`src/rtl/cfgl_pkg.sv`:
```
package cfgl_pkg;

   typedef enum logic [2:0] {
      ST_RESET = 3'd0,
      ST_IDLE  = 3'd1,
      ST_LOAD  = 3'd2,
      ST_ABORT = 3'd3,
      ST_DONE  = 3'd4
   } cfgl_state_e;

   localparam logic [2:0] MODE_SER0   = 3'd0;
   localparam logic [2:0] MODE_SEL1   = 3'd1;
   localparam logic [2:0] MODE_PERIPH = 3'd2;
   localparam logic [2:0] MODE_MASTER = 3'd6;
   localparam logic [2:0] MODE_SER7   = 3'd7;

   function automatic logic is_serial(input logic [2:0] m);
      return (m == MODE_SER0) || (m == MODE_SEL1) || (m == MODE_SER7);
   endfunction

   function automatic logic is_parallel(input logic [2:0] m);
      return (m == MODE_PERIPH) || (m == MODE_MASTER);
   endfunction

   function automatic logic is_legal(input logic [2:0] m);
      return is_serial(m) || is_parallel(m);
   endfunction

endpackage

```
`src/rtl/cfgl_ctrl.sv`:
```
module cfgl_ctrl
   import cfgl_pkg::*;
#(
   parameter int CNT_W = 16
) (
   input  logic             clk,
   input  logic             rst_n,
   input  logic             man_rst,
   input  logic [2:0]       mode_sel,
   input  logic             start,
   input  logic             sel0_n,
   input  logic             beat,
   input  logic             beat_two,
   input  logic [CNT_W-1:0] byte_total,
   input  logic             user_level,
   output logic [2:0]       mode_q,
   output logic             loading,
   output logic             accept,
   output logic             clr,
   output logic             status_n,
   output logic             load_done,
   output logic             load_abort
);

   localparam int SUM_W = CNT_W + 1;

   generate
      if (CNT_W < 2) begin : g_bad_cnt
         $error("cfgl_ctrl: CNT_W must be at least 2");
      end
   endgenerate

   cfgl_state_e      st_q, st_d;
   logic [CNT_W-1:0] cnt_q;
   logic [SUM_W-1:0] sum;
   logic             go, kill, reached;

   assign go      = start && is_legal(mode_sel) &&
                    ((mode_sel != MODE_SEL1) || !sel0_n);
   assign kill    = (mode_q == MODE_SEL1) && sel0_n;
   assign loading = (st_q == ST_LOAD);
   assign accept  = loading && !kill;
   assign clr     = (st_q == ST_IDLE) && go && !man_rst;
   assign sum     = {1'b0, cnt_q} + SUM_W'(beat_two ? 2 : 1);
   assign reached = sum >= {1'b0, byte_total};

   always_comb begin
      st_d = st_q;
      unique case (st_q)
         ST_RESET: st_d = ST_IDLE;
         ST_IDLE:  if (go) st_d = ST_LOAD;
         ST_LOAD: begin
            if (kill)                 st_d = ST_ABORT;
            else if (beat && reached) st_d = ST_DONE;
         end
         ST_ABORT: st_d = ST_IDLE;
         ST_DONE:  st_d = ST_IDLE;
         default:  st_d = ST_RESET;
      endcase
      if (man_rst) st_d = ST_RESET;
   end

   always_ff @(posedge clk or negedge rst_n) begin
      if (!rst_n) begin
         st_q   <= ST_RESET;
         mode_q <= MODE_SER0;
         cnt_q  <= '0;
      end else begin
         st_q <= st_d;
         if (clr) begin
            mode_q <= mode_sel;
            cnt_q  <= '0;
         end else if (beat) begin
            cnt_q <= sum[CNT_W-1:0];
         end
      end
   end

   assign status_n   = ((st_q == ST_RESET) || (st_q == ST_LOAD)) ? 1'b0 : user_level;
   assign load_done  = (st_q == ST_DONE);
   assign load_abort = (st_q == ST_ABORT);

   assert_reset_hold_R10 : assert property (@(posedge clk) disable iff (!rst_n)
      man_rst |=> !status_n);
   assert_done_pulse_R8 : assert property (@(posedge clk) disable iff (!rst_n)
      load_done |=> !load_done);
   assert_abort_pulse_R9 : assert property (@(posedge clk) disable iff (!rst_n)
      load_abort |=> !load_abort);
   assert_abort_cause_R9 : assert property (@(posedge clk) disable iff (!rst_n)
      load_abort |-> ($past(sel0_n) && ($past(mode_q) == MODE_SEL1)));

endmodule

```
`src/rtl/cfgl_shift.sv`:
```
module cfgl_shift #(
   parameter int NARROW_W  = 8,
   parameter bit MSB_FIRST = 1'b1
) (
   input  logic                clk,
   input  logic                rst_n,
   input  logic                clr,
   input  logic                en,
   input  logic                bit_i,
   output logic                byte_rdy,
   output logic [NARROW_W-1:0] byte_val
);

   localparam int BC_W = $clog2(NARROW_W);

   generate
      if ((1 << BC_W) != NARROW_W) begin : g_bad_w
         $error("cfgl_shift: NARROW_W must be a power of two");
      end
   endgenerate

   logic [NARROW_W-1:0] sh_q;
   logic [BC_W-1:0]     bc_q;

   generate
      if (MSB_FIRST) begin : g_msb
         assign byte_val = {sh_q[NARROW_W-2:0], bit_i};
      end else begin : g_lsb
         assign byte_val = {bit_i, sh_q[NARROW_W-1:1]};
      end
   endgenerate

   assign byte_rdy = en && (bc_q == BC_W'(NARROW_W - 1));

   always_ff @(posedge clk or negedge rst_n) begin
      if (!rst_n) begin
         sh_q <= '0;
         bc_q <= '0;
      end else if (clr) begin
         sh_q <= '0;
         bc_q <= '0;
      end else if (en) begin
         sh_q <= byte_val;
         bc_q <= bc_q + 1'b1;
      end
   end

   assert_wrap_R3 : assert property (@(posedge clk) disable iff (!rst_n)
      (byte_rdy && !clr) |=> (bc_q == '0));

endmodule

```
`src/rtl/cfgl_addr.sv`:
```
module cfgl_addr #(
   parameter int ADDR_W    = 20,
   parameter bit MASTER_EN = 1'b1
) (
   input  logic              clk,
   input  logic              rst_n,
   input  logic              clr,
   input  logic              inc,
   input  logic              drive,
   output logic [ADDR_W-1:0] addr_out,
   output logic              addr_oe
);

   generate
      if (ADDR_W < 1 || ADDR_W > 32) begin : g_bad_aw
         $error("cfgl_addr: ADDR_W out of range");
      end
   endgenerate

   generate
      if (MASTER_EN) begin : g_master
         logic [ADDR_W-1:0] addr_q;
         always_ff @(posedge clk or negedge rst_n) begin
            if (!rst_n)   addr_q <= '0;
            else if (clr) addr_q <= '0;
            else if (inc) addr_q <= addr_q + 1'b1;
         end
         assign addr_oe  = drive;
         assign addr_out = drive ? addr_q : '0;

         assert_step_R7 : assert property (@(posedge clk) disable iff (!rst_n)
            (inc && !clr) |=> (addr_q == $past(addr_q) + 1'b1));
         assert_clear_R7 : assert property (@(posedge clk) disable iff (!rst_n)
            clr |=> (addr_q == '0));
      end else begin : g_no_master
         logic unused_in;
         assign unused_in = ^{clk, rst_n, clr, inc, drive};
         assign addr_oe   = 1'b0;
         assign addr_out  = '0;
      end
   endgenerate

endmodule

```
`src/rtl/cfgl_front.sv`:
```
module cfgl_front
   import cfgl_pkg::*;
#(
   parameter int NARROW_W  = 8,
   parameter int WIDE_W    = 16,
   parameter int ADDR_W    = 20,
   parameter int CNT_W     = 16,
   parameter bit MASTER_EN = 1'b1,
   parameter bit MSB_FIRST = 1'b1
) (
   input  logic              clk,
   input  logic              rst_n,
   input  logic              man_rst,
   input  logic [2:0]        mode_sel,
   input  logic              start,
   input  logic              sel0_n,
   input  logic              wide_set,
   input  logic              xfer_en,
   input  logic [WIDE_W-1:0] din,
   input  logic [CNT_W-1:0]  byte_total,
   input  logic              user_level,
   output logic              status_n,
   output logic [ADDR_W-1:0] addr_out,
   output logic              addr_oe,
   output logic [WIDE_W-1:0] dout,
   output logic              dout_valid,
   output logic              dout_wide,
   output logic              load_done,
   output logic              load_abort
);

   localparam int UPPER_W = WIDE_W - NARROW_W;

   generate
      if (WIDE_W != 2 * NARROW_W) begin : g_bad_wide
         $error("cfgl_front: WIDE_W must be twice NARROW_W");
      end
   endgenerate

   logic [2:0]          mode_q;
   logic                loading, accept, clr;
   logic                ser, ser_en, par_take;
   logic                ser_rdy, beat, beat_two;
   logic [NARROW_W-1:0] ser_byte;
   logic                wide_q;
   logic [WIDE_W-1:0]   unit_d;

   assign ser      = is_serial(mode_q);
   assign ser_en   = accept && xfer_en && ser;
   assign par_take = accept && xfer_en && !ser;
   assign beat     = ser ? ser_rdy : par_take;
   assign beat_two = par_take && wide_q;

   cfgl_ctrl #(.CNT_W(CNT_W)) i_ctrl (
      .clk        (clk),
      .rst_n      (rst_n),
      .man_rst    (man_rst),
      .mode_sel   (mode_sel),
      .start      (start),
      .sel0_n     (sel0_n),
      .beat       (beat),
      .beat_two   (beat_two),
      .byte_total (byte_total),
      .user_level (user_level),
      .mode_q     (mode_q),
      .loading    (loading),
      .accept     (accept),
      .clr        (clr),
      .status_n   (status_n),
      .load_done  (load_done),
      .load_abort (load_abort)
   );

   cfgl_shift #(.NARROW_W(NARROW_W), .MSB_FIRST(MSB_FIRST)) i_shift (
      .clk      (clk),
      .rst_n    (rst_n),
      .clr      (clr),
      .en       (ser_en),
      .bit_i    (din[0]),
      .byte_rdy (ser_rdy),
      .byte_val (ser_byte)
   );

   cfgl_addr #(.ADDR_W(ADDR_W), .MASTER_EN(MASTER_EN)) i_addr (
      .clk      (clk),
      .rst_n    (rst_n),
      .clr      (clr),
      .inc      (par_take && (mode_q == MODE_MASTER)),
      .drive    (loading && (mode_q == MODE_MASTER)),
      .addr_out (addr_out),
      .addr_oe  (addr_oe)
   );

   always_comb begin
      if (ser)         unit_d = {{UPPER_W{1'b0}}, ser_byte};
      else if (wide_q) unit_d = din;
      else             unit_d = {{UPPER_W{1'b0}}, din[NARROW_W-1:0]};
   end

   always_ff @(posedge clk or negedge rst_n) begin
      if (!rst_n) begin
         wide_q     <= 1'b0;
         dout       <= '0;
         dout_valid <= 1'b0;
         dout_wide  <= 1'b0;
      end else begin
         if (clr)                            wide_q <= 1'b0;
         else if (accept && !ser && wide_set) wide_q <= 1'b1;
         dout_valid <= beat;
         dout_wide  <= beat_two;
         if (beat) dout <= unit_d;
      end
   end

   assert_narrow_upper_R4 : assert property (@(posedge clk) disable iff (!rst_n)
      (dout_valid && !dout_wide) |-> (dout[WIDE_W-1:NARROW_W] == '0));
   assert_serial_narrow_R5 : assert property (@(posedge clk) disable iff (!rst_n)
      (dout_valid && is_serial(mode_q)) |-> !dout_wide);
   assert_valid_cause_R11 : assert property (@(posedge clk) disable iff (!rst_n)
      dout_valid |-> $past(xfer_en));

endmodule

```
`config.mk`:
```
export PLATFORM = sky130hd
export DESIGN_NAME = cfgl_front
export DESIGN_NICKNAME = d
export VERILOG_FILES = /design/src/rtl/cfgl_pkg.sv /design/src/rtl/cfgl_ctrl.sv /design/src/rtl/cfgl_shift.sv /design/src/rtl/cfgl_addr.sv /design/src/rtl/cfgl_front.sv
export SDC_FILE = /design/constraint.sdc
export NUM_CORES = 1
export LEC_CHECK = 0
export BUFFER_PORTS_ARGS = -buffer_cell sky130_fd_sc_hd__clkbuf_2
export CORE_ASPECT_RATIO = 1.75
export CORE_MARGIN = 1
export CORE_UTILIZATION = 34
export CTS_BUF_LIST = sky130_fd_sc_hd__clkbuf_8
export CTS_CLUSTER_DIAMETER = 60
export CTS_CLUSTER_SIZE = 20
export DETAILED_ROUTE_END_ITERATION = 8
export PLACE_DENSITY = 0.63
export REMOVE_ABC_BUFFERS = 1
export SYNTH_ARGS = -nofsm -noshare
export SYNTH_HDL_FRONTEND = slang
export SYNTH_SLANG_ARGS = --single-unit
export TNS_END_PERCENT = 50
```
`constraint.sdc`:
```
create_clock -name clk -period 6.9 [get_ports clk]
set_clock_uncertainty 0.15 [all_clocks]
set_input_delay 2.07 -clock clk [delete_from_list [all_inputs] [get_ports clk]]
set_output_delay 2.07 -clock clk [all_outputs]
set_load 0.005 [all_outputs]
```
==> results.md, run 1 <==
- Status: complete, but fails checks
- Failing checks: design-rule violations
- Worst endpoint required time: 6.97 ns
- Worst slew margin: 0.343
- Hold Path Stages: 2
- Routed len/inst: 15.1 um
- Port bufs: between 80 and 90
- Cell area power density: 210 mW/mm^2
- Peak Freq: 176 MHz
- Final worst-path cycle share: 0.822
- Final ANT Viol Nets: 0
- Synth Instances: 429
- DP HPWL: between 7 and 8 mm
- Setup TNS: 0 ns
- ANT cells: 0
- Min Hold Slack: 0.332 ns
- CP max stage delay: 0.49 ns
- Min-delay worst type: reg -> reg
- Crit path DAT: ~5.7 ns
- Antenna violations before repair: 0
- DRT Pass-1 Iters: 8
- Vias in the first global route: 3450
- CTS buffer count: 9
- DR iter-0 viols: between 150 and 200
- Yosys top cell by area: dfrtp_1
- GP Congestion: about 0.8
- Top-area cell type share of the netlist area: 0.435
- Worst-path clk slew: 0.08 ns
- GRT Total Usage: 0.167
- Die Y-Extent: ~150 um
- Worst hold endpoint: dout[6]
- # Post-CTS Setup Buffers: 0
- Worst reg2reg setup slack: ~2 ns
- Ys Warns: 0
- Final worst path period need: ~5.7 ns
- # rows: between 50 and 60
- Die width: 84.9 um
- Final setup vio count: 0
- RSZ-0062 raised after global routing: no
- Buf+Inv Stages, Crit Path: 2
- I/O pin cnt: 85
- Most instantiated cells after synthesis: dfrtp_1, nor2_1, inv_1, nand2_1, o21ai_0
- Worst Max-Slew Pin Slew: slightly below 1 ns
- Root buffer cell: clkbuf_8
- Grt ovf: 0
- Total placed cells including tap cells: between 600 and 700
- H-Tree Depth: 3
- Resized Gates After CTS: 0
- Mapped cell area: 0.00409 sq mm
- Cell Chain, Critical Path: clkbuf_2 > nand4bb_1 > and4_1 > and3_1 > inv_1 > ha_1 > fa_1 > nand2_1 > nor4_2 > nand3_1 > xnor2_1 > ha_1 > nand3_1 > nor3_1 > a2111oi_0 > o211ai_1 > nor3b_1
- Slew Limit Fails: 0
- Hold_buf cts: 0
- Primary FF master, synth: dfrtp_1
- Seq cells post-synth: 71
- FFs w/ async S/R, synth: 1.00
- First-pass GRT wire length: roughly 16 mm
- Worst Reg-to-Reg Cells: 16
- Post-Layout Cell Count: 650
- Average vias per placed instance: 5.26
- TritonCTS clock tree: built
- Capturing point of the worst reg2reg path: i_ctrl.st_q[2]
- Final worst setup slack: 1.23 ns
- Worst vdd ir: ~0.00008 V
- Starting Density: 0.351
- Worst skew pair latency: 0.35 ns
- Slowest cell on the critical path: a2111oi_0
- Final WL: 9.85 mm
- Maxcap violations: 0
- Bufs on Longest Clock Path: 2
- Setup CP Type: in -> reg
- Reg-to-reg startpoint: i_ctrl.st_q[0]
- Synth unique cells: 49
- Top cells by area, synth: dfrtp_1, ha_1, a22o_1
- Fin nets: 576
- Avg Cell Area, Syn: 9.52 sq um
- Crit start category: input port
- Static Leak: 2.47 nW
- Hold wc startpoint: dout[6]
- DRC: 11
- Most frequent cell after synthesis: dfrtp_1
- Number of synthesized flops with an enable pin: 0
- Hold violation count in the final report: 0
- Share of layout cells above drive strength 1: 0.225
- Crit path max fanout: 10
- Fillers: 1154
- Final core occ: 0.416
- Core area: about 0.012 sq mm
- Seq/Total Area, Yosys: 0.435
- Worst setup EP type: register
- Largest net degree at the start of global routing: 72
- Vias: 3419
- Layout area overhead: 18.5%
- CP delay by family, top: simple AND/OR/NAND/NOR gates
- Die ar.: 0.0125 sq mm
- Clock sinks: 71
- Pre-CTS setup slack: between 0.8 and 0.9 ns
==> placed cells by master (no fill, tap or decap), types with 3 or more instances in the layout <==
cell type and count:
and3_1 22, nor2_1 33, o21ai_0 25, dfrtp_1 71, and4_1 4, xnor2_1 19
and2_1 3, clkbuf_8 9, nor3_1 13, nor3b_1 3, o21bai_1 4, buf_4 5
mux2_2 3, mux2i_1 11, nand2_1 31, ha_1 21, nor2b_1 4, nand3_1 18
a21o_1 3, or3_1 9, xor2_1 9, nand4_1 6, inv_1 31, o21ba_2 3
a22o_1 20, clkbuf_2 83, a21oi_1 19
==> worst max-delay path by stage <==
stage,startpoint,end,cells after the start
final,sel0_n,i_ctrl.st_q[2],17
after global placement,sel0_n,i_ctrl.st_q[2],17
after detailed placement,sel0_n,i_ctrl.st_q[2],17
after global routing,sel0_n,i_ctrl.st_q[2],17
after floorplan,sel0_n,i_ctrl.st_q[2],16
after CTS,sel0_n,i_ctrl.st_q[2],17
==> layer usage <==
layer / GRT usage / vias up / part of all wire
met3: 0.0365 / 15 / 0.031
met2: 0.304 / 64 / 0.53
met4: 0.0627 / 0 / 0.019
met1: 0.188 / 1669 / 0.42
met5: 0 / - / 0
li1: - / 1671 / -
==> tightest hold or removal path, delay by kind of cell (launching register included) <==
kind               cells  cell delay [ns]
DFF                    1             0.35
AOI/OAI and AO/OA      1             0.06
and+or+nand+nor        1             0.04
==> state kept, by name (all words and copies together), names as in the netlist <==
name,count
dout_valid,1
dout_wide,1
dout,16
i_shift.bc_q,3
i_ctrl.mode_q,3
i_ctrl.st_q,3
i_shift.sh_q,7
wide_q,1
i_ctrl.cnt_q,16
i_addr.g_master.addr_q,20
==> per-stage QoR <==
stage	power (W)	cell area [sq um]
final	0.00102	4840
after global routing	0.00108	4840
after CTS	0.00103	4840
after detailed placement	0.000666	4630
after global placement	0.000660	4630
after floorplan	0.000585	4000
==> area by class of cell <==
| type | count | area (sq um) | share of cell area |
|---|---|---|---|
| Clock buffer | 9 | 124 | 0.0256 |
| Clock inverter | 6 | 86.3 | 0.0178 |
| Inverter | 32 | 120 | 0.0248 |
| Multi-Input combinational cell | 308 | 2110 | 0.435 |
| Sequential cell | 71 | 1780 | 0.367 |
| Tap cell | 135 | 169 | 0.0349 |
| Timing Repair Buffer | 89 | 458 | 0.0946 |
==> power by group <==
| group | internal [W] | switching [W] | leakage (nW) |
|---|---|---|---|
| registers | 0.000452 | 0.0000304 | 0.976 |
| clock network | 0.000201 | 0.000160 | 0.105 |
| logic | 0.0000783 | 0.0000944 | 1.39 |
| total | 0.000731 | 0.000285 | 2.47 |
==> kinds of logic (layout without fill, tap and decap cells) <==
logic type,after synthesis,count (layout),synth area share
DFF,71,71,0.435
AOI/OAI and AO/OA,83,83,0.135
and+or+nand+nor,161,161,0.216
adders and majority gates,22,22,0.0692
xor gates and xnor gates,28,28,0.0600
buffers and inverters,50,136,0.0493
muxes,14,14,0.0352
No activity file was read; power rests on OpenSTA's default activity.
==> run 2, diff against run 1 <==
--- a/config.mk
+++ b/config.mk
@@ -5,6 +5,7 @@
 export SDC_FILE = /design/constraint.sdc
 export NUM_CORES = 1
 export LEC_CHECK = 0
+export ABC_AREA = 1
 export BUFFER_PORTS_ARGS = -buffer_cell sky130_fd_sc_hd__clkbuf_2
 export CORE_ASPECT_RATIO = 1.75
 export CORE_MARGIN = 1
@@ -13,7 +14,7 @@
 export CTS_CLUSTER_DIAMETER = 60
 export CTS_CLUSTER_SIZE = 20
 export DETAILED_ROUTE_END_ITERATION = 8
-export PLACE_DENSITY = 0.63
+export PLACE_DENSITY = 0.65
 export REMOVE_ABC_BUFFERS = 1
 export SYNTH_ARGS = -nofsm -noshare
 export SYNTH_HDL_FRONTEND = slang
==> constraint.sdc (replaced) <==
create_clock -name clk -period 4.9 [get_ports clk]
set_clock_uncertainty 0.15 [all_clocks]
set_input_delay 1.47 -clock clk [delete_from_list [all_inputs] [get_ports clk]]
set_output_delay 1.47 -clock clk [all_outputs]
set_load 0.005 [all_outputs]
==> run 2 against run 1 <==
Net effect:
- highest routed layer unchanged
- cell area rose by 4.3%
- first-iteration DRC count fell by 4.9%
- critical path type unchanged
- synthesized area up 3.3%
- largest cell class unchanged
- setup slack got worse by 0.84 ns
- sequential share of layout area down 1.5 points
- the flow now finishes without violations
- clock power up 18%
- worst hold slack gained 0.0083 ns
==> results.md, run 2 <==
- TritonCTS clock tree: built
- CTS buffer count: 9 (unchanged)
- Min-delay worst type: reg -> reg
- FFs w/ async S/R, synth: 1.00 (unchanged)
- DRT Pass-1 Iters: 4 (-4)
- Slowest cell on the critical path: ha_1
- Worst endpoint required time: 4.98 ns (-1.99 ns)
- Min Hold Slack: 0.340 ns (+0.00833 ns)
- Top cells by area, synth: dfrtp_1, nand2_1, inv_1
- Primary FF master, synth: dfrtp_1
- Final setup vio count: 0 (unchanged)
- Synth unique cells: 36 (-27%)
- Worst skew pair latency: 0.35 ns (about the same)
- Most frequent cells in the layout: nand2_1, inv_1, clkbuf_2, dfrtp_1, nor2_1
- Setup CP Type: in -> reg
- Fin nets: 705 (+22%)
- Resized Gates After CTS: 0 (unchanged)
- Port bufs: 84 (unchanged)
- Levels on crit path: 27 (+10)
- Die Y-Extent: 149 um (+1.6%)
- Final worst setup slack: 0.387 ns (-0.839 ns)
- Status: complete, no violations
- Worst vdd ir: 0.000174 V (+120%)
- Routed len/inst: 13.3 um (-12%)
- GP Congestion: 0.913 (+14%)
- # Post-CTS Setup Buffers: 0 (unchanged)
- Most frequent cell after synthesis: nand2_1
- Max FFs per register: 20 (unchanged)
- DR iter-0 viols: 156 (-4.9%)
- Most instantiated cells after synthesis: nand2_1, inv_1, dfrtp_1, nor2_1, o21ai_0
- First-pass GRT wire length: 17.4 mm (+5.4%)
- CP max stage delay: 0.30 ns (-0.19 ns)
- Peak Freq: 222 MHz
- Worst setup EP type: register
- Crit path DAT: 4.59 ns (-1.15 ns)
- Crit path max fanout: 3 (-7)
- Final worst-path cycle share: 0.921
- Core area: 0.0121 sq mm (+3.6%)
- Clock sinks: 71 (unchanged)
- # rows: 53 (+1.9%)
- Average vias per placed instance: 4.74 (-9.8%)
- Bufs on Longest Clock Path: 2 (unchanged)
- Die width: 86.2 um (+1.6%)
- Starting Density: 0.350 (-0.000991)
- Seq/Total Area, Yosys: 0.421 (-0.0141)
- Final WL: 10.8 mm (+9.2%)
- GRT Total Usage: 0.173 (+0.00605)
- Maxcap violations: 0 (unchanged)
- Die ar.: 0.0129 sq mm (+3.3%)
- Worst-path clk slew: 0.08 ns (about the same)
- Final worst path period need: 4.51 ns
- Cell area power density: 431 mW/mm^2 (+110%)
- DRC: 0 (-11)
- Layout area overhead: 19.6%
- Power Total: 0.00218 W (+110%)
- CP delay by family, top: simple AND/OR/NAND/NOR gates
- Hold violation count in the final report: 0 (unchanged)
- Seq cells post-synth: 71 (unchanged)
- H-Tree Depth: 3 (unchanged)
- Worst slew margin: 0.302 (-0.0418)
- Ys Warns: 0 (unchanged)
- Final Cell Area: 0.00505 sq mm (+4.3%)
- Share of layout cells above drive strength 1: 0.195 (-0.0299)
- RSZ-0062 raised after global routing: no
- Synth Instances: 545 (+27%)
- DP Area: 0.00486 sq mm (+5.0%)
- Yosys top cell by area: dfrtp_1
- DP HPWL: 8.50 mm (+16%)
- Hold Path Stages: 2 (unchanged)
- Vias in the first global route: 3769 (+9.2%)
- Antenna violations before repair: 0 (unchanged)
- Crit start category: input port
- Buf+Inv Stages, Crit Path: 2 (unchanged)
- Number of synthesized flops with an enable pin: 0 (unchanged)
- Hold_buf cts: 0 (unchanged)
- Worst Reg-to-Reg Cells: 28 (+12)
- ANT cells: 0 (unchanged)
- Top-area cell type share of the netlist area: 0.421 (-0.0141)
- Mapped cell area: 0.00422 sq mm (+3.3%)
- Most used cell, CP: nand2_1
- Root buffer cell: clkbuf_8
- Avg Cell Area, Syn: 7.75 sq um (-19%)
- Slew Limit Fails: 0 (unchanged)
- Regs by FF count: i_addr.g_master.addr_q: 20 flops, dout: 16 flops, i_ctrl.cnt_q: 16 flops
- Vias: 3841 (+12%)
- Largest net degree at the start of global routing: 38 (-47%)
- Pre-CTS setup slack: -0.0458 ns (-0.929 ns)
- Worst Max-Slew Pin Slew: 1.05 ns (+0.0646 ns)
- Worst reg2reg setup slack: 0.79 ns (-1.21 ns)
- Grt ovf: 0 (unchanged)
- I/O pin cnt: 85 (unchanged)
- Static Leak: 2.66 nW (+7.4%)
- Largest Register: i_addr.g_master.addr_q
- Most common library cell in the layout ignoring fill and taps: nand2_1
- Final ANT Viol Nets: 0 (unchanged)
[run 2: cell types whose count changed in the layout (fill, tap and decap cells not counted), sizes merged, moves of 12 or more]
cell	previous run	this run
xor2	9	21
xnor2	19	0
a22o	20	7
inv	32	96
nor2	33	66
o21ai	25	40
nand2	31	122
and3	22	0
[run 2: kinds of logic after synthesis]
kind of cell / after synthesis / share of synthesized area
xor+xnor: 21 / 0.0436
flops: 71 / 0.421
simple gates: 243 / 0.252
fa+ha+maj: 22 / 0.0670
buf+inv: 104 / 0.0978
compound gates: 84 / 0.119
[run 2: per-stage QoR]
stage                      util  cells  TNS [ns]
after floorplan               -    535         0
after global placement    0.403    794         0
after detailed placement  0.403    794   -0.0458
after CTS                 0.417    810         0
after global routing      0.418    810         0
final                     0.418    810         0
[run 2: final timing paths]
path / start / to
worst min register to register: i_shift.sh_q[6] / i_shift.sh_q[6]
worst max-delay path: sel0_n / i_ctrl.st_q[1]
worst max register to register: i_ctrl.mode_q[2] / i_ctrl.st_q[1]
max in group asynchronous: rst_n / wide_q
min in group asynchronous: rst_n / i_addr.g_master.addr_q[16]
worst min-delay path: i_shift.sh_q[6] / i_shift.sh_q[6]
[run 2: final cells by class]
type / count / area [sq um]
Tap cell: 165 / 206
Clock buffer: 9 / 124
Clock inverter: 7 / 50.0
Inverter: 94 / 353
Fill cell: 1276 / 7020
Multi-Input combinational cell: 370 / 2040
Sequential cell: 71 / 1780
Timing Repair Buffer: 94 / 495
[run 2: where the power goes]
part           internal (W)  leakage [nW]  total [W]  switching (W)
logic              0.000313          1.63   0.000797       0.000484
clock network      0.000184        0.0870   0.000425       0.000241
registers          0.000788         0.941   0.000955       0.000167
total               0.00129          2.66    0.00218       0.000892
[run 2: worst reg2reg max path: cells and delay by family (launching register included)]
family                   cells  cell delay (ns)
adder cells (fa/ha/maj)      3             0.92
AO/OA/AOI/OAI                2             0.23
XOR/XNOR                     1             0.18
AND/OR/NAND/NOR             18             1.68
buffers and inverters        4             0.43
flip-flops                   1             0.39
[run 2: per-layer routing]
layer,wire [um],share of wire,global-route usage
met5,0,0,0
met4,263,0.024,0.0733
met3,586,0.054,0.0371
met2,5550,0.52,0.315
met1,4360,0.40,0.191
==> run 3, diff against run 2 <==
--- a/config.mk
+++ b/config.mk
@@ -10,11 +10,10 @@
 export CORE_ASPECT_RATIO = 1.75
 export CORE_MARGIN = 1
 export CORE_UTILIZATION = 34
-export CTS_BUF_LIST = sky130_fd_sc_hd__clkbuf_8
 export CTS_CLUSTER_DIAMETER = 60
 export CTS_CLUSTER_SIZE = 20
 export DETAILED_ROUTE_END_ITERATION = 8
-export PLACE_DENSITY = 0.65
+export PLACE_DENSITY_LB_ADDON = 0.3
 export REMOVE_ABC_BUFFERS = 1
 export SYNTH_ARGS = -nofsm -noshare
 export SYNTH_HDL_FRONTEND = slang
==> run 3 against run 2 <==
Net effect:
- fmax up 1.2%
- cell count down 0.37%
- count of clock-buffer cells in the layout up 2
- utilization up 0.91 points
- clock power up 54%
- global-route usage up 0.50 points
- total power up 10%
- flip-flop and latch count unchanged
- worst hold slack worse by 0.0019 ns
- cell area up 2.2%
- critical path depth unchanged
- largest power group unchanged
==> results.md, run 3 (synthesized netlist as in run 2, its figures left out) <==
- H-Tree Depth: 3 (unchanged)
- Worst slew margin: 0.294 (-0.00736)
- Bufs on Longest Clock Path: 2 (unchanged)
- Vias: 3814 (-0.70%)
- Worst setup EP type: register
- Die Y-Extent: 149 um (unchanged)
- Final worst path period need: 4.46 ns (-0.0532 ns)
- Buf+Inv Stages, Crit Path: 2 (unchanged)
- Min-delay worst type: reg -> reg
- Peak Freq: 224 MHz (+1.2%)
- Max FFs per register: 20 (unchanged)
- Slew Limit Fails: 0 (unchanged)
- Final Cell Area: 0.00516 sq mm (+2.2%)
- Layout area overhead: 22.2%
- Final core occ: 0.427 (+0.00912)
- Grt ovf: 0 (unchanged)
- Die width: 86.2 um (unchanged)
- Average vias per placed instance: 4.73 (-0.33%)
- Final worst-path cycle share: 0.910 (-0.0109)
- Cell area power density: 467 mW/mm^2 (+8.1%)
- Die ar.: 0.0129 sq mm (unchanged)
- Final worst setup slack: 0.440 ns (+0.0532 ns)
- Worst endpoint required time: 4.96 ns (-0.02 ns)
- Starting Density: 0.350 (unchanged)
- Clock sinks: 71 (unchanged)
- Worst-path clk slew: 0.06 ns (-0.02 ns)
- CP max stage delay: 0.29 ns (about the same)
- DRC: 0 (unchanged)
- Crit path max fanout: 3 (unchanged)
- Worst vdd ir: 0.000183 V (+5.3%)
- CP delay by family, top: simple AND/OR/NAND/NOR gates
- DP Area: 0.00484 sq mm (-0.41%)
- Hold_buf cts: 0 (unchanged)
- Static Leak: 2.70 nW (+1.7%)
- RSZ-0062 raised after global routing: no
- Setup CP Type: in -> reg
- Final setup vio count: 0 (unchanged)
- Final WL: 10.8 mm (+0.40%)
- TritonCTS clock tree: built
- Most common library cell in the layout ignoring fill and taps: nand2_1
- Post-Layout Cell Count: 807 (-0.37%)
- GRT Total Usage: 0.178 (+0.00504)
- DR iter-0 viols: 198 (+27%)
- Antenna violations before repair: 0 (unchanged)
- Most frequent cells in the layout: nand2_1, inv_1, clkbuf_2, dfrtp_1, nor2_1
- GP Congestion: 0.949 (+4.0%)
- Port bufs: 84 (unchanged)
- I/O pin cnt: 85 (unchanged)
- Total placed cells including tap cells: 791 (-0.38%)
- Largest net degree at the start of global routing: 72 (+89%)
- Maxcap violations: 0 (unchanged)
- Crit path DAT: 4.52 ns (-0.07 ns)
- DRT Pass-1 Iters: 4 (unchanged)
- Fin nets: 702 (-0.43%)
- Vias in the first global route: 3809 (+1.1%)
- Most used cell, CP: nand2_1
- Slowest cell on the critical path: ha_1
- Largest Register: i_addr.g_master.addr_q
- Share of layout cells above drive strength 1: 0.193 (-0.00220)
- # rows: 53 (unchanged)
- Resized Gates After CTS: 0 (unchanged)
- Core area: 0.0121 sq mm (unchanged)
- Routed len/inst: 13.4 um (+0.77%)
- First-pass GRT wire length: 17.7 mm (+2.1%)
- Hold violation count in the final report: 0 (unchanged)
- ANT cells: 0 (unchanged)
- Root buffer cell: clkbuf_16
- Regs by FF count: i_addr.g_master.addr_q: 20 flops, dout: 16 flops, i_ctrl.cnt_q: 16 flops
- # Post-CTS Setup Buffers: 0 (unchanged)
- Crit start category: input port
- DP HPWL: 8.39 mm (-1.3%)
- Pre-CTS setup slack: -0.00775 ns (+0.0381 ns)
- Worst Max-Slew Pin Slew: 1.06 ns (+0.0110 ns)
- Worst skew pair latency: 0.33 ns (-0.02 ns)
- CTS buffer count: 9 (unchanged)
- Final ANT Viol Nets: 0 (unchanged)
- Status: complete, no violations
-- run 3: cell count changes in the layout (fill, tap and decap cells not counted) --
cell / change
clkbuf_1: +1
clkbuf_8: -8
buf_4: -2
inv_1: -1
bufinv_16: +1
nand3_1: -1
clkinvlp_4: -1
clkinv_2: +1
nand3_2: +1
clkinv_4: -2
clkbuf_16: +9
buf_2: -1
-- run 3: final timing paths --
| kind | start | to | slack (ns) | depth (start not counted) |
|---|---|---|---|---|
| worst max-delay path | sel0_n | i_ctrl.st_q[1] | 0.44 | 27 |
| worst min-delay path | dout[8] | dout[8] | 0.34 | 2 |
| worst max register to register | i_ctrl.mode_q[1] | i_ctrl.st_q[1] | 0.93 | 28 |
| worst min register to register | dout[8] | dout[8] | 0.34 | 2 |
| max in group asynchronous | rst_n | i_ctrl.cnt_q[0] | 2.86 | 1 |
| min in group asynchronous | rst_n | i_addr.g_master.addr_q[13] | 1.12 | 1 |
-- run 3: per-layer routing --
metal / vias to the layer above / routed length, um / global-route usage
li1: 1943 / - / -
met1: 1746 / 4280 / 0.189
met2: 105 / 5760 / 0.333
met3: 20 / 450 / 0.0327
met4: 0 / 307 / 0.0817
met5: - / 0 / 0
-- run 3: power breakdown --
group / switching, W / total [W] / internal [W] / leakage, nW
clock network: 0.000246 / 0.000654 / 0.000408 / 0.146
registers: 0.000172 / 0.000961 / 0.000790 / 0.941
logic: 0.000478 / 0.000791 / 0.000312 / 1.62
-- run 3: worst min-delay path: cells and delay by family (launching register included) --
kind,cells,cell delay (ns)
compound gates,1,0.06
flops,1,0.34
simple gates,1,0.05
-- run 3: final cells by class --
class                   instances  area (sq um)
flip-flops and latches         71          1780
multi-input cells             370          2050
clock buffers                  11           243
well taps                     165           206
clock inverters                 5          56.3
repair buffers                 91           475
fillers                      1290          6910
inverters                      94           353
-- run 3: per-stage QoR --
step           hold WS, ns  total power (W)   TNS, ns
2_1_floorplan        0.303          0.00146         0
3_3_place_gp         0.318          0.00173         0
3_5_place_dp         0.325          0.00176  -0.00775
4_1_cts              0.339          0.00243         0
5_1_grt              0.368          0.00260         0
6_report             0.338          0.00241         0
